`src/rtl/xirq_pkg.sv`:
```
package xirq_pkg;
  localparam logic [31:0] CAUSE_EXT = 32'h8000_000B;

  function automatic int clog2c(input int v);
    int r;
    r = 0;
    while ((1 << r) < v) r++;
    return (r < 1) ? 1 : r;
  endfunction
endpackage

```
`src/rtl/xirq_cfg_regs.sv`:
```
module xirq_cfg_regs #(
  parameter int NLINES = 32,
  parameter int WIN    = 16,
  parameter int IDX_W  = 2,
  parameter int PRIO_W = 4,
  parameter int SEL_W  = 5
) (
  input  logic                     clk,
  input  logic                     rst_n,
  input  logic [IDX_W-1:0]         win_idx,
  input  logic                     en_we,
  input  logic [WIN-1:0]           win_wdata,
  input  logic                     prio_we,
  input  logic [SEL_W-1:0]         prio_sel,
  input  logic [PRIO_W-1:0]        prio_wdata,
  output logic [NLINES-1:0]        en_vec,
  output logic [NLINES*PRIO_W-1:0] prio_flat
);
  localparam int NWIN = NLINES / WIN;

  always_ff @(posedge clk) begin
    if (!rst_n) begin
      en_vec <= '0;
    end else if (en_we) begin
      for (int w = 0; w < NWIN; w++) begin
        if (win_idx == IDX_W'(w)) en_vec[w*WIN +: WIN] <= win_wdata;
      end
    end
  end

  always_ff @(posedge clk) begin
    if (!rst_n) begin
      prio_flat <= '0;
    end else if (prio_we) begin
      for (int i = 0; i < NLINES; i++) begin
        if (prio_sel == SEL_W'(i)) prio_flat[i*PRIO_W +: PRIO_W] <= prio_wdata;
      end
    end
  end
endmodule

```
`src/rtl/xirq_win_mux.sv`:
```
module xirq_win_mux #(
  parameter int NLINES = 32,
  parameter int WIN    = 16,
  parameter int IDX_W  = 2
) (
  input  logic [NLINES-1:0] vec,
  input  logic [IDX_W-1:0]  win_idx,
  output logic [WIN-1:0]    rdata
);
  localparam int NWIN = NLINES / WIN;

  always_comb begin
    rdata = '0;
    for (int w = 0; w < NWIN; w++) begin
      if (win_idx == IDX_W'(w)) rdata = vec[w*WIN +: WIN];
    end
  end
endmodule

```
`src/rtl/xirq_pick.sv`:
```
module xirq_pick #(
  parameter int NLINES = 32,
  parameter int PRIO_W = 4,
  parameter int SEL_W  = 5
) (
  input  logic [NLINES-1:0]        cand,
  input  logic [NLINES*PRIO_W-1:0] prio_flat,
  output logic                     found,
  output logic [SEL_W-1:0]         best_idx,
  output logic [PRIO_W-1:0]        best_prio
);
  logic [PRIO_W-1:0] prio_arr [NLINES];

  for (genvar g = 0; g < NLINES; g++) begin : g_unpack
    assign prio_arr[g] = prio_flat[g*PRIO_W +: PRIO_W];
  end

  // Scan from the top line downwards; ">=" lets a lower line win a tie.
  always_comb begin
    found     = 1'b0;
    best_idx  = '0;
    best_prio = '0;
    for (int i = NLINES - 1; i >= 0; i--) begin
      if (cand[i] && (!found || prio_arr[i] >= best_prio)) begin
        found     = 1'b1;
        best_idx  = SEL_W'(i);
        best_prio = prio_arr[i];
      end
    end
  end
endmodule

```
`src/rtl/xirq_lvl_stack.sv`:
```
module xirq_lvl_stack #(
  parameter int LVL_W = 5,
  parameter int DEPTH = 17
) (
  input  logic             clk,
  input  logic             rst_n,
  input  logic             push,
  input  logic             pop,
  input  logic [LVL_W-1:0] new_lvl,
  output logic [LVL_W-1:0] cur_lvl
);
  localparam int SP_W = xirq_pkg::clog2c(DEPTH + 1);

  logic [LVL_W-1:0] stk [DEPTH];
  logic [SP_W-1:0]  sp;

  always_ff @(posedge clk) begin
    if (!rst_n) begin
      cur_lvl <= '0;
      sp      <= '0;
      for (int i = 0; i < DEPTH; i++) stk[i] <= '0;
    end else if (push) begin
      for (int i = 0; i < DEPTH; i++) begin
        if (sp == SP_W'(i)) stk[i] <= cur_lvl;
      end
      if (sp < SP_W'(DEPTH)) sp <= sp + SP_W'(1);
      cur_lvl <= new_lvl;
    end else if (pop) begin
      if (sp != '0) begin
        for (int i = 0; i < DEPTH; i++) begin
          if (sp == SP_W'(i + 1)) cur_lvl <= stk[i];
        end
        sp <= sp - SP_W'(1);
      end else begin
        cur_lvl <= '0;
      end
    end
  end
endmodule

```
`src/rtl/xirq_ctrl.sv`:
```
module xirq_ctrl #(
  parameter int NLINES = 32,
  parameter int WIN    = 16,
  parameter int IDX_W  = 2,
  parameter int PRIO_W = 4,
  localparam int SEL_W  = xirq_pkg::clog2c(NLINES),
  localparam int NXT_W  = SEL_W + 2
) (
  input  logic              clk,
  input  logic              rst_n,
  input  logic [NLINES-1:0] irq_lines,
  input  logic              core_gie,
  input  logic              core_xie,
  input  logic [IDX_W-1:0]  win_idx,
  input  logic              en_we,
  input  logic [WIN-1:0]    win_wdata,
  output logic [WIN-1:0]    en_rdata,
  output logic [WIN-1:0]    pend_rdata,
  input  logic              prio_we,
  input  logic [SEL_W-1:0]  prio_sel,
  input  logic [PRIO_W-1:0] prio_wdata,
  input  logic              trap_enter,
  input  logic              trap_exit,
  output logic              ext_req,
  output logic [31:0]       req_cause,
  output logic              next_valid,
  output logic [NXT_W-1:0]  next_word
);
  localparam int LVL_W = PRIO_W + 1;
  localparam int DEPTH = (1 << PRIO_W) + 1;

  logic [NLINES-1:0]        pend_q;
  logic [NLINES-1:0]        en_vec;
  logic [NLINES*PRIO_W-1:0] prio_flat;
  logic                     found;
  logic [SEL_W-1:0]         best_idx;
  logic [PRIO_W-1:0]        best_prio;
  logic [LVL_W-1:0]         cur_lvl;
  logic [LVL_W-1:0]         win_lvl;
  logic [LVL_W-1:0]         push_lvl;

  always_ff @(posedge clk) begin
    if (!rst_n) pend_q <= '0;
    else        pend_q <= irq_lines;
  end

  xirq_cfg_regs #(.NLINES(NLINES), .WIN(WIN), .IDX_W(IDX_W), .PRIO_W(PRIO_W), .SEL_W(SEL_W)) u_cfg (
    .clk(clk), .rst_n(rst_n), .win_idx(win_idx), .en_we(en_we), .win_wdata(win_wdata),
    .prio_we(prio_we), .prio_sel(prio_sel), .prio_wdata(prio_wdata),
    .en_vec(en_vec), .prio_flat(prio_flat)
  );

  xirq_win_mux #(.NLINES(NLINES), .WIN(WIN), .IDX_W(IDX_W)) u_en_rd (
    .vec(en_vec), .win_idx(win_idx), .rdata(en_rdata)
  );

  xirq_win_mux #(.NLINES(NLINES), .WIN(WIN), .IDX_W(IDX_W)) u_pend_rd (
    .vec(pend_q), .win_idx(win_idx), .rdata(pend_rdata)
  );

  xirq_pick #(.NLINES(NLINES), .PRIO_W(PRIO_W), .SEL_W(SEL_W)) u_pick (
    .cand(pend_q & en_vec), .prio_flat(prio_flat),
    .found(found), .best_idx(best_idx), .best_prio(best_prio)
  );

  // Level encoding: 0 = nothing in service, p+1 = priority p in service.
  assign win_lvl  = {1'b0, best_prio} + LVL_W'(1);
  assign ext_req  = core_gie & core_xie & found & (win_lvl > cur_lvl);
  assign push_lvl = ext_req ? win_lvl : cur_lvl;

  xirq_lvl_stack #(.LVL_W(LVL_W), .DEPTH(DEPTH)) u_stack (
    .clk(clk), .rst_n(rst_n), .push(trap_enter), .pop(trap_exit),
    .new_lvl(push_lvl), .cur_lvl(cur_lvl)
  );

  assign next_valid = found;
  assign next_word  = found ? {best_idx, 2'b00} : '0;
  assign req_cause  = ext_req ? xirq_pkg::CAUSE_EXT : 32'h0;
endmodule

```
`config.mk`:
```
export PLATFORM = sky130hd
export DESIGN_NAME = xirq_ctrl
export DESIGN_NICKNAME = d
export VERILOG_FILES = /design/src/rtl/xirq_pkg.sv /design/src/rtl/xirq_cfg_regs.sv /design/src/rtl/xirq_win_mux.sv /design/src/rtl/xirq_pick.sv /design/src/rtl/xirq_lvl_stack.sv /design/src/rtl/xirq_ctrl.sv
export SDC_FILE = /design/constraint.sdc
export NUM_CORES = 1
export LEC_CHECK = 0
export ABC_AREA = 1
export BUFFER_PORTS_ARGS = -buffer_cell sky130_fd_sc_hd__buf_2
export CAP_MARGIN = 0
export CORE_MARGIN = 4
export CORE_UTILIZATION = 45
export CTS_BUF_LIST = sky130_fd_sc_hd__clkbuf_8
export DETAILED_ROUTE_END_ITERATION = 12
export GPL_TIMING_DRIVEN = 1
export PLACE_DENSITY_LB_ADDON = 0.1
export SLEW_MARGIN = 20
export SYNTH_ARGS = -nofsm -noshare
export SYNTH_HDL_FRONTEND = slang
export SYNTH_SLANG_ARGS = --single-unit
```
`constraint.sdc`:
```
create_clock -name clk -period 38.1 [get_ports clk]
set_input_delay 0 -clock clk [delete_from_list [all_inputs] [get_ports clk]]
set_output_delay 0 -clock clk [all_outputs]
set_load 0.05 [all_outputs]
```
==> qor.txt <==
Clk sinks - 287
Crit end category - register
Crit Path Class - reg -> reg
Cell mode on critical path - nand2_1
Post-DRT Antenna Nets - 0
WP data arrival - 35.31 ns
Vias in the first global route - 15040
Detailed-route DRC error count - 0
Final WS setup - 3.310 ns
Pwr/cell area - 42.30 nW/um^2
Final hold violation count - 0
Largest net degree at the start of global routing - 101
Worst path required time - 38.62 ns
Worst path max stage delay - 0.56 ns
Clk slew on worst S/H paths - 0.06 ns
Max VDD drop - 0.03934 mV
Clock Latency Late Sink - 0.63 ns
Vias per inst - 5.115
Post-synthesis cell area - 17100 um^2
Total die area - 41180 um^2
Antenna fix cells - 0
Synth top area share - 23.65%
Distinct cells, synth - 46
Area contributors post-synth - dfxtp_1 24%, edfxtp_1 15%, nand2_1 9.7%
Gate Count Post-Synth - 2300
DRT Pass-1 Iters - 5
CP max stage cell - dlygate4sd3_1
Final #Nets - 2737
WL final - 50890 um
Maximum capacitance violations - 0
Post-route minimum period - 34.79 ns
Fin Hold WS - 0.05517 ns
Place WS - -0.6408 ns
Startpoint types - register
Slew @ Worst Pin - 0.9672 ns
Final Cycle Share - 91.31%
H-tree depth - 2
Initial antenna violation count - 0
# IOs - 140
Syn. warnings - 0
Syn_area_per_cell - 7.435 um^2
Sequential share of the synthesized area - 38.57%
Slew HR - 35.52%
Worst-path fanout max - 8
Worst Clk Skew - 0.01026 ns
Placeable Area - 37580 um^2
Max-slew violation count - 0
DR iter-0 viols - 964
Status - completed
FMAX - 28.74 MHz
Port Buffers - 109
P&R area growth vs syn - 21.40%
Aggregate global-route resource usage - 23.64%
Root Driver - clkbuf_8
Die Y - 202.9 um
EDFF count, synth - 85
Initial Util - 45.51%
Vias - 15920
Share of layout cells above drive strength 1 - 20.38%
Remaining global-route overflow - 0
CTS max path bufs - 3
Fill cells - 3605
CTS tree - built
GPL Wtd Cong - 0.8747
Flops & latches, synth - 287
First-pass GRT wire length - 79300 um
Cell taking the most area after synthesis - dfxtp_1
TritonCTS buffer count - 52
P_leak - 9.399 nW
Site row count - 71
Placed wire-length estimate - 35120 um
WL/cell - 16.35 um
Die width - 202.9 um
Setup violators final - 0
Top_reg_cell synth - dfxtp_1
Total power - 878.2 uW
Worst hold path type - in -> reg
Asr flop ratio synth - 0%
sequential cells by signal, summed over array words and instances, names as in the netlist:
signal,cells
u_stack.sp,5
u_stack.stk,85
u_cfg.prio_flat,128
u_cfg.en_vec,32
u_stack.cur_lvl,5
pend_q,32
per-stage QoR:
step / instance area [um^2] / std cells / setup TNS [ns] / util [%]
6_report: 20760 / 3112 / 0 / 55.25
2_1_floorplan: 17210 / 2329 / 0 / -
3_3_place_gp: 17980 / 2866 / 0 / 47.85
3_5_place_dp: 17980 / 2866 / -6.084 / 47.85
5_1_grt: 20760 / 3112 / -2.724 / 55.25
4_1_cts: 19860 / 3037 / 0 / 52.85
worst max-delay path: cells and delay by family, from the launching register on:
kind / cells / cell delay, ns
AOI/OAI and AO/OA: 86 / 9.72
buffers and inverters: 40 / 3.20
DFF: 1 / 0.34
and+or+nand+nor: 154 / 12.81
adders and majority gates: 33 / 8.53
logic make-up (layout without fill, tap and decap cells):
group           Yosys count  after routing  share of synthesized area [%]
fa+ha+maj               110            110                          8.049
xor+xnor                  2              2                         0.1025
simple gates            908            915                          25.42
flops                   287            287                          38.57
other cells               1             30                        0.02193
compound gates          558            558                          17.43
buf+inv                 434            699                          10.40
per-layer routing:
metal	global-route usage (%)	wire length [um]
met5	0	0
met4	7.129	1162
met3	3.003	1991
met2	41.02	24970
met1	30.90	22770
worst paths after layout:
kind                                 start                                to  slack [ns]  cells after the start
min                                prio_we  u_cfg.prio_flat[27]$_SDFFE_PN0P_        0.06                      6
max                  pend_q[31]$_SDFF_PN0_   u_stack.cur_lvl[4]$_SDFFE_PN0P_        3.31                    313
max reg2reg          pend_q[31]$_SDFF_PN0_   u_stack.cur_lvl[4]$_SDFFE_PN0P_        3.31                    313
min reg2reg  u_cfg.en_vec[27]$_SDFFE_PN0P_     u_cfg.en_vec[27]$_SDFFE_PN0P_        0.47                      2
power by group:
part	switching (mW)	total, mW	internal, mW
Sequential	0.00690	0.337	0.330
Clock	0.139	0.301	0.161
Combinational	0.157	0.240	0.0834
Total	0.303	0.878	0.575
cell type report:
cell class,count,area [um^2],share of cell area (%)
multi-input cells,1615,9289,44.74
flip-flops and latches,287,6599,31.79
repair buffers,264,1892,9.113
inverters,340,1276,6.148
clock buffers,65,894.6,4.309
well taps,511,639.4,3.080
clock inverters,30,170.2,0.8197
placed cells by master (no fill, tap or decap), drive strengths merged, types with 15 or more instances in the layout:
cell type	count
nor2	160
nand2	565
edfxtp	85
clkinv	19
buf	200
a22o	15
o21ai	329
ha	110
dfxtp	202
conb	30
o211ai	24
a21oi	167
dlygate4sd3	64
clkbuf	65
inv	348
nand3	152
timing repair:
item	4_1_cts	5_1_grt
gates cloned	1	6
pin swaps	10	114
hold endpoints to repair	171	0
setup endpoints to repair	15	16
resized for setup	38	170
buffers inserted	9	71
hold buffers	66	0
cell usage after synthesis (24+ instances only):
| library cell | count |
|---|---|
| a21oi_1 | 166 |
| buf_4 | 37 |
| clkbuf_1 | 49 |
| dfxtp_1 | 202 |
| edfxtp_1 | 85 |
| ha_1 | 110 |
| inv_1 | 322 |
| nand2_1 | 443 |
| nand2_2 | 72 |
| nand2_4 | 43 |
| nand3_1 | 122 |
| nand3_2 | 30 |
| nor2_1 | 158 |
| o211ai_1 | 24 |
| o21ai_0 | 324 |
Power figures use the tool's default switching activity.
